--- config.mk ---
export PLATFORM = sky130hd
export DESIGN_NAME = uart_regfront
export DESIGN_NICKNAME = d
export VERILOG_FILES = /design/src/rtl/uart_regfront_pkg.sv /design/src/rtl/uart_rf_fifo.sv /design/src/rtl/uart_rf_regs.sv /design/src/rtl/uart_regfront.sv
export SDC_FILE = /design/constraint.sdc
export NUM_CORES = 1
export LEC_CHECK = 0
export ABC_AREA = 1
export CAP_MARGIN = 20
export CORE_MARGIN = 2
export CORE_UTILIZATION = 30
export DETAILED_ROUTE_END_ITERATION = 6
export GPL_TIMING_DRIVEN = 0
export REMOVE_ABC_BUFFERS = 1
export SYNTH_ARGS = -nofsm -noshare
export SYNTH_HDL_FRONTEND = slang
export SYNTH_SLANG_ARGS = --single-unit
--- constraint.sdc ---
create_clock -name clk -period 1.6 [get_ports clk]
set_input_delay 0.16 -clock clk [delete_from_list [all_inputs] [get_ports clk]]
set_output_delay 0.16 -clock clk [all_outputs]
set_load 0.05 [all_outputs]
--- src/rtl/uart_regfront_pkg.sv ---
package uart_regfront_pkg;
  localparam int unsigned BUS_W  = 16;
  localparam int unsigned CHAR_W = 8;
  localparam int unsigned ERR_W  = 4;

  typedef enum logic [1:0] {
    RA_DATA = 2'd0,
    RA_FLAG = 2'd1,
    RA_LINE = 2'd2,
    RA_CTRL = 2'd3
  } reg_addr_e;

  // control bit positions
  localparam int unsigned CB_EN     = 0;
  localparam int unsigned CB_LOOP   = 7;
  localparam int unsigned CB_TXE    = 8;
  localparam int unsigned CB_RXE    = 9;
  localparam int unsigned CB_RTS    = 11;
  localparam int unsigned CB_RTSFLW = 14;
  localparam int unsigned CB_CTSFLW = 15;
  localparam logic [BUS_W-1:0] CTRL_MASK = 16'hCB81;

  // line bit position
  localparam int unsigned LB_FEN = 4;
endpackage

--- src/rtl/uart_rf_fifo.sv ---
module uart_rf_fifo #(
  parameter int unsigned WIDTH = 12,
  parameter int unsigned DEPTH = 8
) (
  input  logic             clk,
  input  logic             rst_n,
  input  logic             single_i,
  input  logic             flush_i,
  input  logic             push_i,
  input  logic [WIDTH-1:0] wdata_i,
  input  logic             pop_i,
  output logic [WIDTH-1:0] rdata_o,
  output logic             empty_o,
  output logic             full_o
);
  localparam int unsigned AW = (DEPTH > 1) ? $clog2(DEPTH) : 1;
  localparam int unsigned CW = $clog2(DEPTH + 1);
  localparam logic [CW-1:0] CNT_MAX = CW'(DEPTH);

  logic [WIDTH-1:0] mem_q [DEPTH];
  logic [AW-1:0]    wptr_q, wptr_d, rptr_q, rptr_d;
  logic [CW-1:0]    cnt_q, cnt_d;
  logic             wr_ok, rd_ok;

  assign empty_o = (cnt_q == '0);
  assign full_o  = single_i ? (cnt_q != '0) : (cnt_q == CNT_MAX);
  assign rdata_o = mem_q[rptr_q];
  assign wr_ok   = push_i && !full_o && !flush_i;
  assign rd_ok   = pop_i && !empty_o && !flush_i;

  always_comb begin
    wptr_d = wptr_q;
    rptr_d = rptr_q;
    cnt_d  = cnt_q;
    if (flush_i) begin
      wptr_d = '0;
      rptr_d = '0;
      cnt_d  = '0;
    end else begin
      if (wr_ok) wptr_d = (wptr_q == AW'(DEPTH - 1)) ? '0 : wptr_q + AW'(1);
      if (rd_ok) rptr_d = (rptr_q == AW'(DEPTH - 1)) ? '0 : rptr_q + AW'(1);
      case ({wr_ok, rd_ok})
        2'b10:   cnt_d = cnt_q + CW'(1);
        2'b01:   cnt_d = cnt_q - CW'(1);
        default: cnt_d = cnt_q;
      endcase
    end
  end

  always_ff @(posedge clk or negedge rst_n) begin
    if (!rst_n) begin
      wptr_q <= '0;
      rptr_q <= '0;
      cnt_q  <= '0;
    end else begin
      wptr_q <= wptr_d;
      rptr_q <= rptr_d;
      cnt_q  <= cnt_d;
    end
  end

  always_ff @(posedge clk) begin
    if (wr_ok) mem_q[wptr_q] <= wdata_i;
  end

  AST_NO_OVERFLOW: assert property (@(posedge clk) disable iff (!rst_n)
    cnt_q <= CNT_MAX);
  AST_FULL_DROP: assert property (@(posedge clk) disable iff (!rst_n)
    (push_i && full_o && !pop_i && !flush_i) |=> $stable(cnt_q));
  AST_FLUSH_EMPTY: assert property (@(posedge clk) disable iff (!rst_n)
    flush_i |=> empty_o);
  AST_SINGLE_DEPTH: assert property (@(posedge clk) disable iff (!rst_n)
    (single_i && !empty_o) |-> full_o);
endmodule

--- src/rtl/uart_rf_regs.sv ---
module uart_rf_regs
  import uart_regfront_pkg::*;
(
  input  logic             clk,
  input  logic             rst_n,
  input  logic             wr_line_i,
  input  logic             wr_ctrl_i,
  input  logic [BUS_W-1:0] wdata_i,
  output logic [BUS_W-1:0] ctrl_o,
  output logic             fen_o,
  output logic             tx_flush_o
);
  logic [BUS_W-1:0] ctrl_q, ctrl_d;
  logic             fen_q, fen_d;

  always_comb begin
    ctrl_d = ctrl_q;
    fen_d  = fen_q;
    if (wr_ctrl_i) ctrl_d = wdata_i & CTRL_MASK;
    if (wr_line_i) fen_d  = wdata_i[LB_FEN];
  end

  always_ff @(posedge clk or negedge rst_n) begin
    if (!rst_n) begin
      ctrl_q <= '0;
      fen_q  <= 1'b0;
    end else begin
      ctrl_q <= ctrl_d;
      fen_q  <= fen_d;
    end
  end

  assign ctrl_o     = ctrl_q;
  assign fen_o      = fen_q;
  assign tx_flush_o = wr_line_i && fen_q && !wdata_i[LB_FEN];

  AST_FLUSH_FALL: assert property (@(posedge clk) disable iff (!rst_n)
    tx_flush_o |=> !fen_o);
endmodule

--- src/rtl/uart_regfront.sv ---
module uart_regfront
  import uart_regfront_pkg::*;
#(
  parameter int unsigned DEPTH = 8
) (
  input  logic              clk,
  input  logic              rst_n,
  input  logic              bus_sel,
  input  logic              bus_wr,
  input  logic [1:0]        bus_addr,
  input  logic [BUS_W-1:0]  bus_wdata,
  output logic [BUS_W-1:0]  bus_rdata,
  output logic              tx_valid_o,
  output logic [CHAR_W-1:0] tx_data_o,
  input  logic              tx_ready_i,
  input  logic              tx_busy_i,
  input  logic              rx_valid_i,
  input  logic [CHAR_W-1:0] rx_data_i,
  input  logic [ERR_W-1:0]  rx_err_i,
  output logic              rx_ready_o,
  input  logic              tx_ser_i,
  output logic              rx_ser_o,
  output logic              txd_o,
  input  logic              rxd_i,
  input  logic              cts_i,
  output logic              rts_o
);
  localparam int unsigned RXW = CHAR_W + ERR_W;

  logic             rst_m_q, rst_s_q;
  logic [BUS_W-1:0] ctrl;
  logic             fen, tx_flush;
  logic             wr_data, wr_line, wr_ctrl, rd_data;
  logic             tx_empty, tx_full, rx_empty, rx_full;
  logic [RXW-1:0]   rx_head;
  logic             tx_go, rx_go, tx_pop;
  logic [BUS_W-1:0] flag_word;
  logic             unused_wdata;

  // reset: asserted asynchronously, released on the clock
  always_ff @(posedge clk or negedge rst_n) begin
    if (!rst_n) begin
      rst_m_q <= 1'b0;
      rst_s_q <= 1'b0;
    end else begin
      rst_m_q <= 1'b1;
      rst_s_q <= rst_m_q;
    end
  end

  assign wr_data = bus_sel && bus_wr  && (bus_addr == RA_DATA);
  assign wr_line = bus_sel && bus_wr  && (bus_addr == RA_LINE);
  assign wr_ctrl = bus_sel && bus_wr  && (bus_addr == RA_CTRL);
  assign rd_data = bus_sel && !bus_wr && (bus_addr == RA_DATA);
  assign unused_wdata = &{1'b0, bus_wdata[BUS_W-1:CHAR_W]};

  uart_rf_regs u_regs (
    .clk        (clk),
    .rst_n      (rst_s_q),
    .wr_line_i  (wr_line),
    .wr_ctrl_i  (wr_ctrl),
    .wdata_i    (bus_wdata),
    .ctrl_o     (ctrl),
    .fen_o      (fen),
    .tx_flush_o (tx_flush)
  );

  assign tx_go = ctrl[CB_EN] && ctrl[CB_TXE] && (!ctrl[CB_CTSFLW] || cts_i);
  assign rx_go = ctrl[CB_EN] && ctrl[CB_RXE];

  assign tx_valid_o = tx_go && !tx_empty;
  assign tx_pop     = tx_valid_o && tx_ready_i;
  assign rx_ready_o = rx_go && !rx_full;

  uart_rf_fifo #(.WIDTH(CHAR_W), .DEPTH(DEPTH)) u_txq (
    .clk      (clk),
    .rst_n    (rst_s_q),
    .single_i (!fen),
    .flush_i  (tx_flush),
    .push_i   (wr_data),
    .wdata_i  (bus_wdata[CHAR_W-1:0]),
    .pop_i    (tx_pop),
    .rdata_o  (tx_data_o),
    .empty_o  (tx_empty),
    .full_o   (tx_full)
  );

  uart_rf_fifo #(.WIDTH(RXW), .DEPTH(DEPTH)) u_rxq (
    .clk      (clk),
    .rst_n    (rst_s_q),
    .single_i (!fen),
    .flush_i  (1'b0),
    .push_i   (rx_valid_i && rx_ready_o),
    .wdata_i  ({rx_err_i, rx_data_i}),
    .pop_i    (rd_data),
    .rdata_o  (rx_head),
    .empty_o  (rx_empty),
    .full_o   (rx_full)
  );

  // serial path and flow control
  assign rx_ser_o = ctrl[CB_LOOP] ? tx_ser_i : rxd_i;
  assign txd_o    = ctrl[CB_LOOP] ? 1'b1 : tx_ser_i;
  assign rts_o    = ctrl[CB_RTSFLW] ? !rx_full : ctrl[CB_RTS];

  always_comb begin
    flag_word    = '0;
    flag_word[0] = cts_i;
    flag_word[3] = tx_busy_i || !tx_empty;
    flag_word[4] = rx_empty;
    flag_word[5] = tx_full;
    flag_word[6] = rx_full;
    flag_word[7] = tx_empty;
  end

  always_comb begin
    case (bus_addr)
      RA_DATA: bus_rdata = BUS_W'(rx_head);
      RA_FLAG: bus_rdata = flag_word;
      RA_LINE: bus_rdata = BUS_W'({fen, 4'b0000});
      default: bus_rdata = ctrl;
    endcase
  end

  AST_TX_CTS_HOLD: assert property (@(posedge clk) disable iff (!rst_s_q)
    (ctrl[CB_CTSFLW] && !cts_i) |-> !tx_valid_o);
  AST_RTS_ON_FULL: assert property (@(posedge clk) disable iff (!rst_s_q)
    (ctrl[CB_RTSFLW] && rx_full) |-> !rts_o);
  AST_RX_GATED: assert property (@(posedge clk) disable iff (!rst_s_q)
    (rx_valid_i && !rx_ready_o && !rd_data) |=> $stable(rx_empty));
  AST_LOOP_IDLE: assert property (@(posedge clk) disable iff (!rst_s_q)
    (ctrl[CB_LOOP] && $stable(ctrl)) |-> (txd_o && (rx_ser_o == tx_ser_i)));
endmodule

## Word-level counts from Yosys, hierarchy flattened

Memory sizes are Yosys's and may differ from the RTL's.
Index checks and enable logic that the tools add are counted.

- Add/subtract/negate cells: 8
- Eq/ne operators: 13
- Mux-type cells: 21
- Reductions and logical operators: 40

Operators with widths:

| cell | number |
|---|---|
| case mux 16 bit (3 select lines) | 1 |
| two-way mux 3 bit | 8 |
| logical AND 1 bit | 21 |
| case mux 4 bit (2 select lines) | 2 |
| adder 3 x 1 -> 3 bit (second input constant) | 4 |
| equality test 3 bit (second input constant) | 4 |
| two-way mux 1 bit | 9 |
| adder 4 x 1 -> 4 bit (second input constant) | 2 |
| equality test 2 bit (second input constant) | 4 |
| equality test 4 bit (second input constant) | 2 |
| zero test 1 bit | 8 |
| zero test 4 bit | 2 |
| nonzero test 4 bit | 2 |
| subtractor 4 x 1 -> 4 bit (second input constant) | 2 |
| equality test 2 x 1 -> 1 bit (second input constant) | 3 |
| nonzero test 2 bit | 3 |
| two-way mux 4 bit | 1 |
| nonzero test 3 bit | 1 |
| zero test 2 bit | 1 |
| logical OR 1 bit | 2 |

- Flip-flop bits (word level): 30
- RAM bits: 160
- Bits of input ports: 40
- Output and inout port bits: 29
- Word-level logic and storage cells: 94
- Memories: 2

Memories:

| memory | words | bits a word | read ports | clocked after Yosys merged registers in | write ports | line | text |
|---|---|---|---|---|---|---|---|
| u_rxq.mem_q | 8 | 12 | 1 | 0 | 1 | uart_rf_fifo.sv:20 | `logic [WIDTH-1:0] mem_q [DEPTH];` |
| u_txq.mem_q | 8 | 8 | 1 | 0 | 1 | uart_rf_fifo.sv:20 |  |

## Depth between registers and ports, before layout

Gate-level depths: netlist of the first run.

- Word-level depth: 10
- Mapped depth: 17
- Depth with buffers taken out: 17

## By module

From an unflattened synthesis of the first run, not the netlist that was laid out.

- Cell total of the unflattened synthesis: 771
- Area, all modules: 8523.2 µm²

Modules (own cells, without submodules):

| module | instances | cells an instance | area each (µm²) | seq. area each (µm²) |
|---|---|---|---|---|
| uart_rf_fifo at u_rxq | 1 | 365 | 4494.3 | 3133.0 |
| uart_rf_fifo at u_txq | 1 | 275 | 3190.6 | 2172.1 |
| uart_regfront | 1 | 84 | 450.4 | 50.0 |
| uart_rf_regs | 1 | 47 | 387.9 | 200.2 |

## Worst setup path after synthesis of the first run

Ideal clock, no wire load.

- Kind: reg-to-output
- Start point: register u_rxq.rptr_q[0]
- End point: output bus_rdata[3]
- Data arrival time: 2029 ps
- Required time: 1440 ps
- Path slack: -589 ps
- Stages on the path, launching flop included: 7
- Path buffers: 1
- Cells stage by stage: dfrtp_1 -> inv_1 -> buf_2 -> nor2_1 -> o22ai_1 -> o21ai_0 -> o21ai_0

- Longest elaborated chain between the ends: 2

Ends and longest elaborated chain:

| item | line | text |
|---|---|---|
| from (decl) | uart_rf_fifo.sv:21 | `logic [AW-1:0] wptr_q, wptr_d, rptr_q, rptr_d;` |
| from (signal assigned) | uart_rf_fifo.sv:57 | `rptr_q <= rptr_d;` |
| memory read (8 x 12 bit) | n/a |  |
| case mux 16 bit (3 select lines) | uart_regfront.sv:117 | `case (bus_addr)` |
| to (decl) | uart_regfront.sv:12 | `output logic [BUS_W-1:0] bus_rdata,` |

Every way passes these cells.

## Final worst setup path of the first run

- Start point: register u_rxq.rptr_q[0]
- End point: output bus_rdata[7]

Same word-level chain as after synthesis.

==> summary.md, run 1 <==
| Metric | Value |
|---|---|
| Number of synthesized register bits | `190` |
| First-pass GRT wire length | `32,200 um` |
| Die width | `168 um` |
| Reg2Reg Depth | `17` |
| Post-detailed-route wirelength per cell | `18.9 um` |
| Slowest Stage Delay on Critical Path | `0.51 ns` |
| Final ANT Viol Nets | `0` |
| NumNets Final | `909` |
| Max frequency | `0.436 GHz` |
| Number of synthesized flops with an enable pin | `160` |
| Via count | `5,959` |
| Critical path peak fanout | `13` |
| Worst-Margin Slew | `0.588 ns` |
| Crit path DAT | `2.13 ns` |
| TritonCTS buffer count | `17` |
| Clk sinks | `190` |
| CP endpoint kind | `output port` |
| H-tree levels | `4` |
| Post-synthesis cell type count | `38` |
| Clock slew at reported path FFs | `0.08 ns` |
| CTS tree | `yes` |
| Fin. max-slew vios | `0` |
| Layout cells sized above 1 | `0.354` |
| IO Count | `69` |
| Full die area | `28,300 um2` |
| First-pass DRT Iterations | `5` |
| Max Cap Viol | `0` |
| Initial DRC count | `602` |
| Vias in the first global route | `5,664` |
| Synth-to-layout area growth | `44.2%` |
| CTS max path bufs | `2` |
| Routed wire length | `22,900 um` |
| HPWL Detailed | `11,500 um` |
| Slowest CP cell | `dfrtp_4` |
| Initial antenna violation count | `0` |
| Worst hold path type | `reg -> async` |
| Row count | `60` |
| Setup TNS | `-52.02 ns` |
| Util after Layout | `0.437` |
| Startpoint Class | `flop` |
| Failing checks | `negative setup slack` |
| Post-synth top area share | `0.593` |
| Post-Syn Instances | `697` |
| Core Area | `26,700 um2` |
| Power Density | `1660 nW/um2` |
| Total gr overflow | `0` |
| Hold Fails Final Rpt | `0` |
| Clock latency on the worst-skew pair | `0.44 ns` |
| Ys flop type | `edfxtp_1` |
| VDD IR-drop max | `0.748 mV` |
| Final setup viols | `191` |
| Commonest non-fill, non-tap cell in the layout | `edfxtp_1` |
| Via-to-Cell Ratio | `4.93` |
| Sequential share of the synthesized area | `0.686` |
| Relative max-transition margin | `0.608` |
| YS warnings | `0` |
| Synth top area cells | `edfxtp_1 59%, dfrtp_1 9.3%, nor2_1 6.4%` |
| Clk_skew | `0.0118 ns` |
| Synth area leader | `edfxtp_1` |
| Routability cong. | `0.825` |
| Mean Syn Cell Area | `11.6 um2` |
| Starting Density | `0.303` |
| Most frequent cells in the layout | `160 x edfxtp_1, 105 x nor2_1, 67 x nand2_1, 53 x buf_6, 51 x o21ai_0` |
| Port bufs | `63` |
| Unrepaired setup endpoints after global routing | `yes` |
| CP required | `1.44 ns` |
| Status | `finished, violations left` |
| Lkg Pwr | `4.24 nW` |
| Post-route DRC | `0` |
| Fin crit share | `1.43` |
| Total GRT Usage | `0.151` |
| Crit-path cells | `buf_12 -> clkinv_16 -> o21ai_4 -> o21ai_2 -> o211ai_1 -> nand3_1 -> buf_6` |
| Cell Area, Synth | `8100 um2` |
| Fin crit period | `2.29 ns` |
| Setup CP Type | `reg -> out` |
| Root buffer cell | `clkbuf_16` |
| Asr flop ratio synth | `0.158` |
| DIE HEIGHT | `168 um` |
| Fin worst setup slack | `-0.694 ns` |
| N_diodes | `0` |
| Largest net degree at the start of global routing | `51` |
## final timing paths
path,start,endpoint,slack (ns)
min,rst_s_q,u_regs.ctrl_o[8],0.20
max in group asynchronous,rst_s_q,u_rxq.rptr_q[2],0.90
max reg2reg,u_txq.cnt_q[1],u_txq.cnt_q[3],-0.40
min reg2reg,rst_s_q,u_regs.ctrl_o[8],0.20
max,u_rxq.rptr_q[0],bus_rdata[7],-0.69
min in group clk,bus_addr[0],u_regs.fen_o,0.24
## power by group
| group | switching, mW | leakage [nW] | internal (mW) |
|---|---|---|---|
| Combinational | 5.11 | 2.16 | 3.78 |
| Sequential | 0.612 | 1.79 | 5.75 |
| Clock | 2.07 | 0.287 | 2.10 |
## cell families after synthesis
| group | share of synthesized area |
|---|---|
| compound gates | 0.109 |
| xor+xnor | 0.00649 |
| fa+ha+maj | 0.0226 |
| buf+inv | 0.0391 |
| flops | 0.686 |
| other cells | 0.000927 |
| simple gates | 0.136 |
## per-layer routing
metal,vias up,track usage,part of all wire
met5,-,0,0
met4,0,0.0648,0.035
met3,53,0.0324,0.051
met2,185,0.262,0.52
met1,2925,0.181,0.40
li1,2796,-,-
## through the flow
step           hold WS, ns  std cells  area (um2)  setup slack (ns)  total power, mW
2_1_floorplan       -0.136        666        7950             -1.54             9.72
3_3_place_gp         0.333       1070        9010             -3.07             11.4
3_5_place_dp         0.209       1077        9130             -2.17             11.6
4_1_cts              0.220       1184       11000            -0.745             17.7
5_1_grt              0.232       1209       11700            -0.740             20.3
6_report             0.203       1209       11700            -0.694             19.4
## flip-flops by register name, summed over array words and instances (netlist names)
name	count
u_txq.wptr_q	3
u_txq.cnt_q	4
rst_m_q	1
u_txq.mem_q	64
u_txq.rptr_q	3
rst_s_q	1
u_rxq.wptr_q	3
u_rxq.cnt_q	4
u_regs.ctrl_o	7
u_regs.fen_o	1
u_rxq.rptr_q	3
u_rxq.mem_q	96
## worst max-delay path, delay by kind of cell, from the launching register on
family / cells / cell delay [ns]
compound gates: 3 / 0.52
flops: 1 / 0.51
buf+inv: 3 / 0.47
simple gates: 1 / 0.19
## area by class of cell
type                    instances  area, um2
clock inverters                15        161
repair inverters                4       45.0
clock buffers                  17        425
flip-flops and latches        190       5580
multi-input cells             432       2890
inverters                      44        236
fillers                      2365      15000
well taps                     341        427
repair buffers                166       1920
## repair_timing
item / 4_1_cts / 5_1_grt
setup buffers: 73 / 21
hold buffers: 1 / 0
endpoints found under the hold margin: 2 / 0
gates resized for setup: 347 / 125
gates cloned: 1 / 7
setup endpoints to repair: 208 / 206
pin swaps: 35 / 67
## synthesized netlist by cell type, types with 4 or more instances
cell type / instances
a31oi_1: 4
inv_2: 6
nand2_1: 80
o22ai_1: 7
inv_1: 36
dfrtp_1: 30
o221ai_1: 5
o32ai_1: 16
edfxtp_1: 160
buf_4: 4
clkbuf_1: 15
buf_2: 11
o21ai_0: 97
ha_1: 13
nor2_1: 137
nand2_2: 6
o211ai_1: 12
nand3_1: 20
(Power assumes the default switching activity.)
==> run 2, diff against run 1 <==
- CTS_CLUSTER_SIZE: unset -> 28
==> results of run 2 <==
No change in the layout: final DEF, timing and power equal those of run 1.
==> run 3, diff against run 2 <==
- CORE_ASPECT_RATIO: unset -> 1.25
==> run 3 against run 2 <==
The flow still finishes with violations (negative setup slack). Sequential share of layout area shrank 0.79 points. Die area is essentially flat. Total power grew 0.60%. Clock power is essentially flat. Register-to-register slack is essentially flat. Design area grew 1.6%. Critical endpoint unchanged. Cell count grew 0.91%. Critical path type unchanged. Worst hold slack gained 0.019 ns. Sequential power grew 0.6%.
==> summary.md, run 3 (synthesized netlist as in run 1, its figures left out) <==
| Metric | Value |
|---|---|
| IO Count | `69` |
| First-pass DRT Iterations | `5` |
| Routed wire length | `23,000 um` |
| Post-route cell area | `11,900 um2` |
| Crit path DAT | `2.07 ns` |
| Failing checks | `negative setup slack` |
| Dpl cell area | `9170 um2` |
| Top reg by flops | `u_rxq.mem_q` |
| Hold Fails Final Rpt | `0` |
| Relative max-transition margin | `0.433` |
| Worst-Margin Slew | `0.847 ns` |
| CTS max path bufs | `2` |
| Setup CP Type | `reg -> out` |
| Max reg flops | `96` |
| TritonCTS buffer count | `17` |
| Max frequency | `0.448 GHz` |
| Commonest non-fill, non-tap cell in the layout | `edfxtp_1` |
| Post-route DRC | `0` |
| DP Cell Count | `1,085` |
| Port bufs | `63` |
| HPWL Detailed | `12,000 um` |
| Final ANT Viol Nets | `0` |
| Most frequent cells in the layout | `160 x edfxtp_1, 100 x nor2_1, 65 x nand2_1, 65 x buf_6, 59 x o21ai_0` |
| Total gr overflow | `0` |
| Total GRT Usage | `0.158` |
| Via-to-Cell Ratio | `4.97` |
| Final setup viols | `193` |
| NumNets Final | `915` |
| CTS tree | `yes` |
| Initial antenna violation count | `0` |
| Fin crit period | `2.23 ns` |
| Layout cells sized above 1 | `0.367` |
| Starting Density | `0.304` |
| Post-detailed-route wirelength per cell | `18.9 um` |
| Clk sinks | `190` |
| Max Cap Viol | `0` |
| Row count | `67` |
| First-pass GRT wire length | `33,400 um` |
| Clock slew at reported path FFs | `0.08 ns` |
| Initial DRC count | `464` |
| Critical path peak fanout | `13` |
| H-tree levels | `4` |
| Worst hold slack | `0.222 ns` |
| CP endpoint kind | `output port` |
| Core Area | `26,700 um2` |
| VDD IR-drop max | `0.902 mV` |
| Fin crit share | `1.40` |
| Vias in the first global route | `5,873` |
| Fill cell total of the finished layout | `2,363` |
| Startpoint Class | `flop` |
| Largest net degree at the start of global routing | `51` |
| Die width | `151 um` |
| Status | `finished, violations left` |
| Via count | `6,069` |
| Full die area | `28,300 um2` |
| Synth-to-layout area growth | `46.5%` |
| DIE HEIGHT | `188 um` |
| Power Density | `1650 nW/um2` |
| Fin. max-slew vios | `0` |
| Clk_skew | `0.0145 ns` |
| Clock latency on the worst-skew pair | `0.44 ns` |
| Unrepaired setup endpoints after global routing | `yes` |
| Fin worst setup slack | `-0.635 ns` |
| Routability cong. | `0.744` |
| Root buffer cell | `clkbuf_16` |
| Fin cells | `1,220` |
| Lkg Pwr | `4.30 nW` |
| Worst hold path type | `reg -> async` |
| CP required | `1.44 ns` |
==> run 3: changes by cell type in the layout (fill, tap and decap cells not counted), sizes merged, moves of 2 or more <==
cell,delta
clkbuf,-2
inv,-5
clkinvlp,+2
buf,+9
==> run 3: layout make-up <==
class / instances / area [um2] / share of cell area
inverter: 44 / 248 / 0.0209
timing repair buffer: 173 / 2010 / 0.170
multi-input combinational: 432 / 2950 / 0.249
clock inverter: 14 / 150 / 0.0127
antenna: 1 / 2.50 / 0.000211
tap: 345 / 432 / 0.0364
sequential: 190 / 5570 / 0.470
clock buffer: 18 / 429 / 0.0362
timing repair inverter: 3 / 62.6 / 0.00527
==> run 3: final timing paths <==
| kind | startpoint | depth (start not counted) | slack, ns | to |
|---|---|---|---|---|
| max in group asynchronous | rst_s_q | 1 | 0.89 | u_rxq.rptr_q[0] |
| min in group clk | rst_m_q | 0 | 0.36 | rst_s_q |
| min | rst_s_q | 0 | 0.22 | u_txq.rptr_q[1] |
| max | u_rxq.rptr_q[0] | 6 | -0.63 | bus_rdata[7] |
| max reg2reg | u_txq.cnt_q[1] | 18 | -0.40 | u_txq.cnt_q[3] |
| min reg2reg | rst_s_q | 0 | 0.22 | u_txq.rptr_q[1] |
==> run 3: worst max-delay path: stages, from the launching register on <==
cell and delay (ns):
dfrtp_4 0.59, buf_6 0.21, o21ai_0 0.17, o21ai_1 0.08
o211ai_1 0.25, nand3_1 0.14, buf_6 0.19
==> run 3: metal layers <==
metal	global-route usage	vias to the layer above	wire length [um]
li1	-	2798	-
met1	0.197	3011	9060
met2	0.270	221	12000
met3	0.0372	39	1470
met4	0.0489	0	520
met5	0	-	0
==> run 3: power by group <==
group	total, mW	switching, mW	internal, mW
combinational	8.98	5.12	3.86
sequential	6.40	0.656	5.74
clock	4.15	1.95	2.20
total	19.5	7.73	11.8
==> run 3: what timing repair did <==
item | CTS | global route
setup endpoints to repair | 200 | 199
resized for setup | 365 | 133
cloned | 4 | 2
hold buffers | 1 | 0
hold endpoints to repair | 2 | 0
pin swaps | 61 | 69
buffers inserted | 84 | 14
==> run 3: stage by stage <==
stage	TNS [ns]	setup slack (ns)	total power [mW]	utilization
floorplan	-79.16	-1.54	9.72	-
global placement	-235.24	-2.97	11.4	0.338
detailed placement	-176.32	-2.16	11.6	0.344
CTS	-48.44	-0.659	18.3	0.424
global route	-74.42	-0.755	20.5	0.445
finish	-59.00	-0.635	19.5	0.445
